==> config.mk <==
export PLATFORM = sky130hd
export DESIGN_NAME = cfg_shifter
export DESIGN_NICKNAME = d
export VERILOG_FILES = /design/src/rtl/cfg_shift_pkg.sv /design/src/rtl/cfg_half_timer.sv /design/src/rtl/cfg_slicer.sv /design/src/rtl/cfg_shifter.sv
export SDC_FILE = /design/constraint.sdc
export NUM_CORES = 1
export LEC_CHECK = 0
export BUFFER_PORTS_ARGS = -buffer_cell sky130_fd_sc_hd__buf_2
export CAP_MARGIN = 20
export CORE_MARGIN = 5
export CORE_UTILIZATION = 56
export DETAILED_ROUTE_END_ITERATION = 12
export HOLD_SLACK_MARGIN = 0.1
export PLACE_DENSITY = 0.86
export SLEW_MARGIN = 25
export SYNTH_ARGS = -nofsm -noshare
export SYNTH_HDL_FRONTEND = slang
export SYNTH_SLANG_ARGS = --single-unit
export TNS_END_PERCENT = 1
==> constraint.sdc <==
create_clock -name clk -period 2.14 [get_ports clk]
set_input_delay 0.214 -clock clk [delete_from_list [all_inputs] [get_ports clk]]
set_output_delay 0.214 -clock clk [all_outputs]
set_load 0.01 [all_outputs]
==> src/rtl/cfg_shift_pkg.sv <==
package cfg_shift_pkg;

   typedef enum logic [1:0] {
      ST_IDLE = 2'd0,
      ST_LOW  = 2'd1,
      ST_HIGH = 2'd2
   } shift_state_t;

   // Pick the lane exponent: parallel mode or an out-of-range select
   // both fall back to the full bus width.
   function automatic int unsigned lane_exp(input int unsigned sel,
                                            input logic par,
                                            input int unsigned max_exp);
      if (par || sel > max_exp) return max_exp;
      return sel;
   endfunction

endpackage

==> src/rtl/cfg_half_timer.sv <==
module cfg_half_timer #(
   parameter int DIV_W = 4
) (
   input  logic             clk,
   input  logic             rst_n,
   input  logic             load,
   input  logic             run,
   input  logic [DIV_W-1:0] half_len,
   output logic             tick
);

   logic [DIV_W-1:0] len_q;
   logic [DIV_W-1:0] cnt_q;

   assign tick = run && (cnt_q == '0);

   always_ff @(posedge clk) begin
      if (!rst_n) begin
         len_q <= '0;
         cnt_q <= '0;
      end else if (load) begin
         len_q <= half_len;
         cnt_q <= half_len;
      end else if (run) begin
         if (cnt_q == '0) cnt_q <= len_q;
         else             cnt_q <= cnt_q - 1'b1;
      end
   end

endmodule

==> src/rtl/cfg_slicer.sv <==
module cfg_slicer #(
   parameter int BUS_W = 8,
   parameter int SEL_W = 2
) (
   input  logic             clk,
   input  logic             rst_n,
   input  logic             load,
   input  logic             step,
   input  logic [BUS_W-1:0] byte_in,
   input  logic [SEL_W-1:0] lane_exp_cur,
   output logic [BUS_W-1:0] lines
);

   logic [BUS_W-1:0] lane_mask;
   logic [BUS_W-1:0] shreg_q;
   logic [BUS_W-1:0] out_q;

   // One enable per output line: line i is live when i < 2**exp.
   for (genvar i = 0; i < BUS_W; i++) begin : g_lane
      assign lane_mask[i] = (i < (32'd1 << lane_exp_cur));
   end

   always_ff @(posedge clk) begin
      if (!rst_n) begin
         shreg_q <= '0;
         out_q   <= '0;
      end else if (load) begin
         out_q   <= byte_in & lane_mask;
         shreg_q <= byte_in >> (32'd1 << lane_exp_cur);
      end else if (step) begin
         out_q   <= shreg_q & lane_mask;
         shreg_q <= shreg_q >> (32'd1 << lane_exp_cur);
      end
   end

   assign lines = out_q;

endmodule

==> src/rtl/cfg_shifter.sv <==
module cfg_shifter #(
   parameter int BUS_W = 8,
   parameter int DIV_W = 4,
   parameter int SEL_W = $clog2($clog2(BUS_W) + 1)
) (
   input  logic             clk,
   input  logic             rst_n,
   input  logic [SEL_W-1:0] width_sel,
   input  logic             par_mode,
   input  logic [DIV_W-1:0] div_half,
   input  logic [BUS_W-1:0] in_data,
   input  logic             in_valid,
   output logic             in_ready,
   output logic             cfg_clk,
   output logic [BUS_W-1:0] cfg_data
);
   import cfg_shift_pkg::*;

   localparam int LOG_W = $clog2(BUS_W);
   localparam int REM_W = (LOG_W < 1) ? 1 : LOG_W;

   if (BUS_W < 2 || (BUS_W & (BUS_W - 1)) != 0) begin : g_bad_bus
      $error("cfg_shifter: BUS_W must be a power of two, at least 2");
   end
   if (DIV_W < 1 || DIV_W > 16) begin : g_bad_div
      $error("cfg_shifter: DIV_W out of range");
   end
   if ((1 << SEL_W) <= LOG_W) begin : g_bad_sel
      $error("cfg_shifter: SEL_W too narrow for BUS_W");
   end

   shift_state_t     state_q;
   logic [SEL_W-1:0] llog_d, llog_q, llog_cur;
   logic [REM_W-1:0] rem_q;
   logic             clk_q;
   logic             accept, tick, step;

   assign llog_d   = SEL_W'(lane_exp(int'(width_sel), par_mode, LOG_W));
   assign accept   = (state_q == ST_IDLE) && in_valid;
   assign step     = (state_q == ST_HIGH) && tick && (rem_q != '0);
   assign llog_cur = accept ? llog_d : llog_q;
   assign in_ready = (state_q == ST_IDLE);
   assign cfg_clk  = clk_q;

   cfg_half_timer #(.DIV_W(DIV_W)) u_timer (
      .clk      (clk),
      .rst_n    (rst_n),
      .load     (accept),
      .run      (state_q != ST_IDLE),
      .half_len (div_half),
      .tick     (tick)
   );

   cfg_slicer #(.BUS_W(BUS_W), .SEL_W(SEL_W)) u_slicer (
      .clk          (clk),
      .rst_n        (rst_n),
      .load         (accept),
      .step         (step),
      .byte_in      (in_data),
      .lane_exp_cur (llog_cur),
      .lines        (cfg_data)
   );

   always_ff @(posedge clk) begin
      if (!rst_n) begin
         state_q <= ST_IDLE;
         clk_q   <= 1'b0;
         rem_q   <= '0;
         llog_q  <= '0;
      end else begin
         unique case (state_q)
            ST_IDLE: if (in_valid) begin
               llog_q  <= llog_d;
               rem_q   <= REM_W'((BUS_W >> llog_d) - 1);
               state_q <= ST_LOW;
            end
            ST_LOW: if (tick) begin
               clk_q   <= 1'b1;
               state_q <= ST_HIGH;
            end
            ST_HIGH: if (tick) begin
               clk_q <= 1'b0;
               if (rem_q == '0) begin
                  state_q <= ST_IDLE;
               end else begin
                  rem_q   <= rem_q - 1'b1;
                  state_q <= ST_LOW;
               end
            end
            default: state_q <= ST_IDLE;
         endcase
      end
   end

endmodule

After elaboration in Yosys (flattened, before gate mapping)
Cells that the tools add are included.
{"block": "word_totals", "register_bits": 32, "input_bits": 18, "output_inout_bits": 10, "elab_cells": 71}
{"block": "classes", "n_addsub": 3, "n_lt_le_gt_ge": 8, "eq_ne": 6, "n_shift": 4, "n_mux": 23, "bitwise": 2, "reduce_logical": 17}
{"op": "$lt A3 B32 Y1 const A", "n": 4}
{"op": "$lt A1 B32 Y1 const A", "n": 2}
{"op": "$lt A2 B32 Y1 const A", "n": 2}
{"op": "$shr A8 B32 Y8", "n": 2}
{"op": "$mux W8", "n": 4}
{"op": "$shl A1 B2 Y32 const A", "n": 1}
{"op": "$and A8 B8 Y8", "n": 2}
{"op": "$mux W2", "n": 6}
{"op": "$mux W4", "n": 3}
{"op": "$reduce_bool A2 Y1", "n": 5}
{"op": "$mux W3", "n": 3}
{"op": "$ne A2 B2 Y1 const B", "n": 4}
{"op": "$pmux W2 S3", "n": 1}
{"op": "$pmux W3 S2", "n": 1}
{"op": "$reduce_and A3 Y1", "n": 2}
{"op": "$logic_and A1 B1 Y1", "n": 4}
{"op": "$logic_not A4 Y1", "n": 1}
{"op": "$mux W1", "n": 4}
{"op": "$reduce_and A4 Y1", "n": 1}
{"op": "$shr A4 B2 Y3 const A", "n": 1}
{"op": "$sub A4 B1 Y4 const B", "n": 1}
{"op": "$logic_not A3 Y1", "n": 1}
{"op": "$reduce_bool A3 Y1", "n": 1}
{"op": "$sub A3 B1 Y3 const B", "n": 1}
{"op": "other kinds (6)", "n": 6}

Longest topological paths before layout
Gate-level depths: netlist of the first run.
{"block": "depth", "depth_word": 8, "ltp_mapped": 8, "mapped_depth_nobuf": 6}

Hierarchy
Synthesis of the first run repeated with hierarchy kept, for this count alone.
{"block": "unflattened", "cells_unflattened": 194, "hier_area_um2": 1716.6}
{"module": "cfg_slicer", "instances": 1, "cells_each": 85, "area_per_inst_um2": 789.5, "seq_area_each_um2": 320.3}
{"module": "cfg_shifter", "instances": 1, "cells_each": 59, "area_per_inst_um2": 508.0, "seq_area_each_um2": 160.2}
{"module": "cfg_half_timer", "instances": 1, "cells_each": 50, "area_per_inst_um2": 419.2, "seq_area_each_um2": 160.2}

Least setup slack after synthesis of the first run
Ideal clock, no wire load.
{"block": "synth_timing", "kind": "register to register", "from": "reg u_timer.cnt_q[0]", "to": "reg u_slicer.out_q[7] (netlist: u_slicer.lines[7])", "setup_ps": 78, "arrival_time_ps": 1761, "t_required_ps": 2062, "slack_ps": 301, "stages_incl_launch_ff": 9, "path_buffers": 2, "period_less_slack_ps": 1839, "path_cell_list": "dfxtp_1 -> inv_1 -> ha_1 -> or3b_1 -> buf_2 -> o31ai_4 -> buf_6 -> nor2_1 -> nor3_1"}
{"block": "synth_via", "elab_chain_len": 5}
{"element": "start, declared", "line": "cfg_half_timer.sv:13", "rtl": "logic [DIV_W-1:0] cnt_q;"}
{"element": "start signal, assigned", "line": "cfg_half_timer.sv:23", "rtl": "cnt_q <= half_len;"}
{"element": "start signal, assigned", "line": "cfg_half_timer.sv:25", "rtl": "if (cnt_q == '0) cnt_q <= len_q;"}
{"element": "start signal, assigned", "line": "cfg_half_timer.sv:26", "rtl": "else cnt_q <= cnt_q - 1'b1;"}
{"element": "$logic_not A4 Y1", "line": "cfg_half_timer.sv:15", "rtl": "assign tick = run && (cnt_q == '0);"}
{"element": "$logic_and A1 B1 Y1", "line": "cfg_half_timer.sv:15"}
{"element": "$logic_and A1 B1 Y1 (2 in series)", "line": "cfg_shifter.sv:40", "rtl": "assign step = (state_q == ST_HIGH) && tick && (rem_q != '0);"}
{"element": "$reduce_bool A2 Y1 (no line)"}
{"element": "end signal, assigned", "line": "cfg_slicer.sv:28", "rtl": "out_q <= byte_in & lane_mask;"}
{"element": "end signal, assigned", "line": "cfg_slicer.sv:31", "rtl": "out_q <= shreg_q & lane_mask;"}
{"element": "end, declared", "line": "cfg_slicer.sv:16", "rtl": "logic [BUS_W-1:0] out_q;"}
Every way passes these cells.
A chain may end at the register's enable or synchronous reset.

Worst setup path in the final report of the first run
{"block": "layout_timing", "from": "reg state_q[0]", "to": "reg u_slicer.shreg_q[0]"}
{"block": "layout_via", "elab_chain_len": 7, "elab_cells_between_ends": 14, "classes_between": "1 x eq/ne; 3 x shift; 3 x mux; 7 x reduce/logical"}
{"element": "start, declared", "line": "cfg_shifter.sv:32", "rtl": "shift_state_t state_q;"}
{"element": "start signal, assigned", "line": "cfg_shifter.sv:66", "rtl": "state_q <= ST_IDLE;"}
{"element": "start signal, assigned", "line": "cfg_shifter.sv:75", "rtl": "state_q <= ST_LOW;"}
{"element": "start signal, assigned", "line": "cfg_shifter.sv:79", "rtl": "state_q <= ST_HIGH;"}
{"element": "$logic_not A2 Y1", "line": "cfg_shifter.sv:39", "rtl": "assign accept = (state_q == ST_IDLE) && in_valid;"}
{"element": "$logic_and A1 B1 Y1", "line": "cfg_shifter.sv:39"}
{"element": "$mux W2", "line": "cfg_shifter.sv:41", "rtl": "assign llog_cur = accept ? llog_d : llog_q;"}
{"element": "$shl A1 B2 Y32", "line": "cfg_slicer.sv:29, cfg_slicer.sv:32"}
{"element": "$shr A8 B32 Y8", "line": "cfg_slicer.sv:32", "rtl": "shreg_q <= shreg_q >> (32'd1 << lane_exp_cur);"}
{"element": "$mux W8", "line": "cfg_slicer.sv:30", "rtl": "end else if (step) begin"}
{"element": "$mux W8", "line": "cfg_slicer.sv:27", "rtl": "end else if (load) begin"}
{"element": "end signal, assigned", "line": "cfg_slicer.sv:29", "rtl": "shreg_q <= byte_in >> (32'd1 << lane_exp_cur);"}
{"element": "end signal, assigned", "line": "cfg_slicer.sv:32"}
{"element": "end, declared", "line": "cfg_slicer.sv:15", "rtl": "logic [BUS_W-1:0] shreg_q;"}
Parallel ways exist; a longest one is shown, timed or not. The select of a mux whose other input is x is not followed.

==> impl_metrics.yaml, run 1 <==
yosys:
  synthCells: 222
  async_flop_share_pct: 0
  synthXorXnorAreaFrac_pct: 0
  synth.distinct_cells: 50
  synth.yosys.seq_area_share_pct: 35.4
  syn_area_per_cell_sq_um: 8.14
  synth-seq-cells: 32
  synthMuxAreaShare_pct: 6.78
  synthFlopType: "dfxtp_1"
  synth_edf_count: 0
  synth_area_sq_mm: 0.00181
  synth_top_family_by_area: "compound AO/OA/AOI/OAI gates"
  synth-adder-area-share_pct: 2.08
  yosys_warnings: 0
  synth_simple_gate_area_share_pct: 23.4
  synth_compound_area_share_pct: 27.0
  synth_nets: 243
timing:
  layout_min_cycle_time_ns: 1.92
  slew_violations: 0
  rsz0062_at_grt: "no"
  tightest_slew_ns: 0.554
  slew_headroom_pct: 63.0
  finalHoldViolCount: 0
  finalSetupViolCount: 0
  clock-skew-final_ns: 0.0135
  max_freq_mhz: 522
  fin_crit_sh_pct: 89.6
  tns_ns: 0
floorplanning:
  rows: 20
  die_area_sq_mm: 0.00446
  start_util_pct: 58.7
  core_region_area_sq_mm: 0.00308
  die_h_microns: 66.8
  pin_count: 28
  die_w_microns: 66.8
routing:
  wl_microns: 4430
  routedWlPerCell_microns: 14.8
  drt_pass1_iterations: 5
  viasPerCell: 5.91
  drtIter0Drc: 194
  drc: 0
  route.antenna.remaining_nets: 0
  vias: 1768
status:
  outcome: "completed"
global_routing:
  grt.met2_usage_pct: 31.9
  grt.overflow.total: 0
  grt_start_max_net_pins: 27
  grt_pass1_vias: 1566
  grt_pass1_wl_microns: 7340
  antenna_found_initial: 0
  use_met3_pct: 5.56
  met1_usage_pct: 30.3
  grt_usage_pct: 21.8
  top_usage_layer: "met2"
setup_path:
  cp-start-kind: "register"
  max_stage_delay_ns: 0.53
  end_kind: "register"
  cp-startpoint: "state_q[0]"
  required_ns: 2.40
  worst-path-max-fanout: 9
  critPathBufInv: 1
  crit_chain: "nor3b_4 -> buf_4 -> and2_1 -> or4_1 -> o41ai_2"
  cp_top_family: "simple AND/OR/NAND/NOR gates"
  worstReg2RegStart: "state_q[0]"
  crit_type: "register to register"
  crit_slowest_cell: "or4_1"
  arrival_ns: 2.17
cts:
  cts_hold_buf: 1
  ctsResizeCount: 0
  clockRootBuffer: "clkbuf_4"
  clkTransAtPathRegs_ns: 0.11
  htreeDepth: 2
  cts_buffer_depth: 2
  numCtsBuffers: 5
  post-cts-setup-buffer-count: 0
  clk_latency_ns: 0.34
  cts_tree: "built"
  cts_sinks: 32
power:
  vdd_ir_drop_max_uv: 399
  total_power_mw: 1.68
  power_frac_comb_pct: 32.9
  swShare_pct: 36.1
  power_switching_uw: 605
  p_leak_nw: 0.835
  p_seq_share_pct: 44.9
  internal_power_mw: 1.07
  clkPwrFrac_pct: 22.2
  powerDensity_mw_per_mm2: 802
final_layout:
  multiInputGateArea_sq_mm: 0.00107
  drive_above_1_share_pct: 19.6
  syn2layout_area_growth_pct: 15.6
  fin_area_sq_mm: 0.00209
  num-fill-cells: 284
  regArea_sq_um: 641
  diodes: 0
  fin_nets: 275
place:
  dpl.hpwl_microns: 3150
  gp_congestion: 0.948
  placed_area_sq_mm: 0.00201
  port_buffers: 27
min_path:
  hp-class: "input pin to register"
  min_from: "div_half[0]"
run:
  maxCapViolCount: 0
-- logic make-up (layout without fill, tap and decap cells) --
| family | count (synthesis) | count (layout) |
|---|---|---|
| mux | 12 | 12 |
| fa+ha+maj | 3 | 3 |
| flops | 32 | 32 |
| compound gates | 68 | 68 |
| buf+inv | 22 | 55 |
| simple gates | 85 | 85 |
-- cells in the mapped netlist, types with 2 or more instances --
cell        n  area [sq um]
dfxtp_1    32           641
nand2_1    29           109
nor2_1     21          78.8
a21oi_1    15          75.1
mux2i_1    10           100
inv_1       8          30.0
nor3_1      8          40.0
o21ai_0     8          40.0
clkbuf_1    7          26.3
a221oi_1    6          52.6
a211oi_1    5          37.5
buf_2       5          25.0
o21ai_1     5          25.0
nand3b_1    4          30.0
a31oi_1     3          18.8
ha_1        3          37.5
nand2b_1    3          18.8
nand3_1     3          15.0
nor2b_1     3          18.8
o2111ai_1   3          26.3
o211ai_1    3          22.5
a211o_1     2          17.5
a22oi_1     2          15.0
a311oi_1    2          17.5
and3_1      2          12.5
mux2_2      2          22.5
nor3b_1     2          15.0
o22ai_1     2          12.5
or3b_1      2          17.5
or4_1       2          15.0
-- path summary, 6_finish.rpt --
kind / end / slack [ns] / cells past startpoint
min reg2reg: u_slicer.lines[2] / 0.46 / 2
max: u_slicer.shreg_q[0] / 0.22 / 5
max reg2reg: u_slicer.shreg_q[0] / 0.22 / 5
min: u_timer.len_q[0] / 0.11 / 3
-- state kept, by name (all words and copies together), names as in the netlist --
register	flops
u_slicer.lines	8
u_slicer.shreg_q	8
u_timer.cnt_q	4
u_timer.len_q	4
rem_q	3
llog_q	2
state_q	2
cfg_clk	1
-- cell usage in the layout (no fill, tap or decap), drive strengths merged, types with 2 or more instances in the layout --
| cell | count |
|---|---|
| a211o | 2 |
| a211oi | 5 |
| a21oi | 15 |
| a221oi | 6 |
| a22oi | 2 |
| a311oi | 2 |
| a31oi | 3 |
| and3 | 2 |
| buf | 37 |
| clkbuf | 7 |
| dfxtp | 32 |
| dlygate4sd3 | 2 |
| ha | 3 |
| inv | 8 |
| mux2 | 2 |
| mux2i | 10 |
| nand2 | 29 |
| nand2b | 3 |
| nand3 | 3 |
| nand3b | 4 |
| nor2 | 21 |
| nor2b | 3 |
| nor3 | 8 |
| nor3b | 3 |
| o2111ai | 3 |
| o211ai | 3 |
| o21ai | 13 |
| o22ai | 2 |
| o31ai | 2 |
| or2 | 2 |
| or3b | 2 |
| or4 | 2 |
-- metrics by stage --
stage | setup WS [ns] | instances | utilization, % | hold slack (ns)
CTS | 0.230 | 298 | 67.6 | 0.102
finish | 0.222 | 299 | 67.9 | 0.114
global placement | 0.304 | 289 | 65.2 | 0.443
floorplan | 0.301 | 222 | - | 0.350
detailed placement | 0.260 | 289 | 65.2 | 0.446
global route | 0.0271 | 299 | 67.9 | 0.0967
-- area by class of cell --
type / count / share of cell area, %
tap: 44 / 2.63
clock inverter: 1 / 0.359
timing repair buffer: 39 / 11.0
clock buffer: 7 / 2.63
inverter: 8 / 1.44
sequential: 32 / 30.7
multi-input combinational: 168 / 51.3
-- power groups by stage --
stage | Combinational, mW | Clock (mW) | Sequential (mW)
3_3_place_gp | 0.533 | 0 | 0.760
6_report | 0.552 | 0.372 | 0.752
4_1_cts | 0.546 | 0.383 | 0.749
3_5_place_dp | 0.542 | 0 | 0.763
5_1_grt | 0.618 | 0.411 | 0.766
2_1_floorplan | 0.392 | 0 | 0.747
-- worst register-to-register path: stages, from the launching register on --
cell	delay (ns)
dfxtp_1	0.49
nor3b_4	0.13
buf_4	0.19
and2_1	0.19
or4_1	0.53
o41ai_2	0.31
-- metal layers --
layer / routed length (microns) / vias to the layer above / part of all wire [%]
met1: 2080 / 808 / 47
met3: 335 / 7 / 7.6
met2: 1970 / 69 / 44
li1: - / 884 / -
met4: 51 / 0 / 1.2
met5: 0 / - / 0
(Power assumes the default switching activity.)
==> run 2: changes to the inputs <==
BUFFER_PORTS_ARGS = -buffer_cell sky130_fd_sc_hd__clkbuf_2   (was -buffer_cell sky130_fd_sc_hd__buf_2)
CTS_CLUSTER_SIZE = 28   (was unset)
==> run 2 against run 1 <==
Against the previous run:
- worst setup slack got worse by 0.028 ns
- register-to-register slack worse by 0.03 ns
- sequential cell count unchanged
- clock power up 26%
- fmax decreased by 1.5%
- critical path type unchanged
==> impl_metrics.yaml, run 2 (synthesis gave the netlist of run 1 again) <==
global_routing:
  antenna_found_initial: 0
  grt_pass1_wl_microns: 7950
  grt_usage_pct: 23.3
  grt.overflow.total: 0
  grt_pass1_vias: 1687
  grt_start_max_net_pins: 27
place:
  placed_area_sq_mm: 0.00201
  port_buffers: 27
  post-place-cells: 289
  dpl.hpwl_microns: 3190
  gp_congestion: 0.922
setup_path:
  end_kind: "register"
  crit_chain: "inv_1 -> ha_1 -> or3b_1 -> o31ai_4 -> buf_6 -> o2111ai_1 -> a21oi_1"
  arrival_ns: 2.21
  rr_worst_depth: 7
  rr_endpoint: "u_slicer.shreg_q[5]"
  rrSetupSlack_ns: 0.19
  required_ns: 2.41
  max_stage_delay_ns: 0.45
  critPathBufInv: 2
  cp_top_family: "compound AO/OA/AOI/OAI gates"
  worstReg2RegStart: "u_timer.cnt_q[1]"
  crit_slowest_cell: "or3b_1"
  crit_type: "register to register"
  cp-start-kind: "register"
  worst-path-max-fanout: 15
timing:
  finalHoldViolCount: 0
  rsz0062_at_grt: "no"
  finalSetupViolCount: 0
  fin_crit_sh_pct: 90.9
  slew_headroom_pct: 64.4
  slew_violations: 0
  max_freq_mhz: 514
  tns_ns: 0
  clock-skew-final_ns: 0.0208
  layout_min_cycle_time_ns: 1.95
  tightest_slew_ns: 0.534
floorplanning:
  die_area_sq_mm: 0.00446
  rows: 20
  start_util_pct: 58.7
  die_h_microns: 66.8
  die_w_microns: 66.8
  pin_count: 28
  core_region_area_sq_mm: 0.00308
cts:
  cts_buffer_depth: 2
  htreeDepth: 2
  numCtsBuffers: 5
  cts_sinks: 32
  clk_latency_ns: 0.35
  clockRootBuffer: "clkbuf_4"
  post-cts-setup-buffer-count: 0
  clkTransAtPathRegs_ns: 0.12
  cts_tree: "built"
power:
  p_leak_nw: 0.852
  power_frac_comb_pct: 31.4
  vdd_ir_drop_max_uv: 507
  p_seq_share_pct: 42.2
  internal_power_mw: 1.16
  total_power_mw: 1.78
  powerDensity_mw_per_mm2: 836
  power_switching_uw: 626
  swShare_pct: 35.2
  clkPwrFrac_pct: 26.4
status:
  outcome: "completed"
routing:
  drtIter0Drc: 229
  wl_microns: 4570
  vias: 1776
  routedWlPerCell_microns: 15.2
  viasPerCell: 5.90
  drc: 0
  drt_pass1_iterations: 5
  route.antenna.remaining_nets: 0
min_path:
  min_from: "in_data[0]"
  hp-class: "input pin to register"
  holdPathStages: 3
  holdPathEnd: "u_slicer.lines[0]"
run:
  maxCapViolCount: 0
final_layout:
  layout_common_cells: "dfxtp_1, nand2_1, clkbuf_2, nor2_1, a21oi_1"
  drive_above_1_share_pct: 19.8
  final_common_cell: "dfxtp_1"
  fin_nets: 277
  fin_area_sq_mm: 0.00213
  diodes: 0
  syn2layout_area_growth_pct: 17.9
  finalNonFillerCells: 301
==> run 2: layout make-up <==
type                            instances  area [sq um]
Clock buffer                            5          37.5
Tap cell                               44          55.1
Multi-Input combinational cell        168          1070
Timing Repair Buffer                   41           254
Sequential cell                        32           641
Clock inverter                          3          42.5
Inverter                                8          30.0
Fill cell                             247           947
==> run 2: power groups by stage <==
stage          sequential (mW)  clock, mW  combinational [mW]
2_1_floorplan            0.747          0               0.392
3_3_place_gp             0.761          0               0.529
6_report                 0.752      0.470               0.559
4_1_cts                  0.750      0.473               0.550
3_5_place_dp             0.764          0               0.542
5_1_grt                  0.764      0.503               0.632
==> run 2: routing by layer <==
layer	vias to the layer above	track usage [%]	part of all wire, %
li1	901	-	-
met1	793	32.7	46
met2	77	34.0	44
met3	5	6.07	8.4
met4	0	8.38	0.85
met5	-	0	0
==> run 2: how the worst max path moves through the flow <==
stage                          start             endpoint  slack, ns  cells after the start
detailed placement  u_timer.cnt_q[0]    u_slicer.lines[0]       0.18                      7
CTS                 u_timer.cnt_q[0]  u_slicer.shreg_q[5]       0.15                      7
finish              u_timer.cnt_q[1]  u_slicer.shreg_q[5]       0.19                      7
floorplan           u_timer.cnt_q[0]    u_slicer.lines[7]       0.30                      8
global route        u_timer.cnt_q[0]  u_slicer.shreg_q[5]       0.02                      7
global placement    u_timer.cnt_q[0]    u_slicer.lines[1]       0.27                      7
==> run 2: per-stage QoR <==
step                hold slack, ns  utilization, %  setup WS [ns]
floorplan                    0.350               -          0.301
global placement             0.442            65.2          0.274
detailed placement           0.450            65.2          0.183
CTS                          0.105            69.1          0.148
global route                 0.115            69.2         0.0174
finish                       0.101            69.2          0.194
==> run 2: timing repair <==
action                                  in CTS  in global routing
hold buffers                                 4                  0
endpoints found under the setup margin       0                  3
resized for setup                            0                  1
hold endpoints to repair                     4                  0
==> run 2: worst min-delay path: stages <==
cell and delay [ns]:
clkbuf_2 0.08, nand2_1 0.05, a311oi_1 0.08
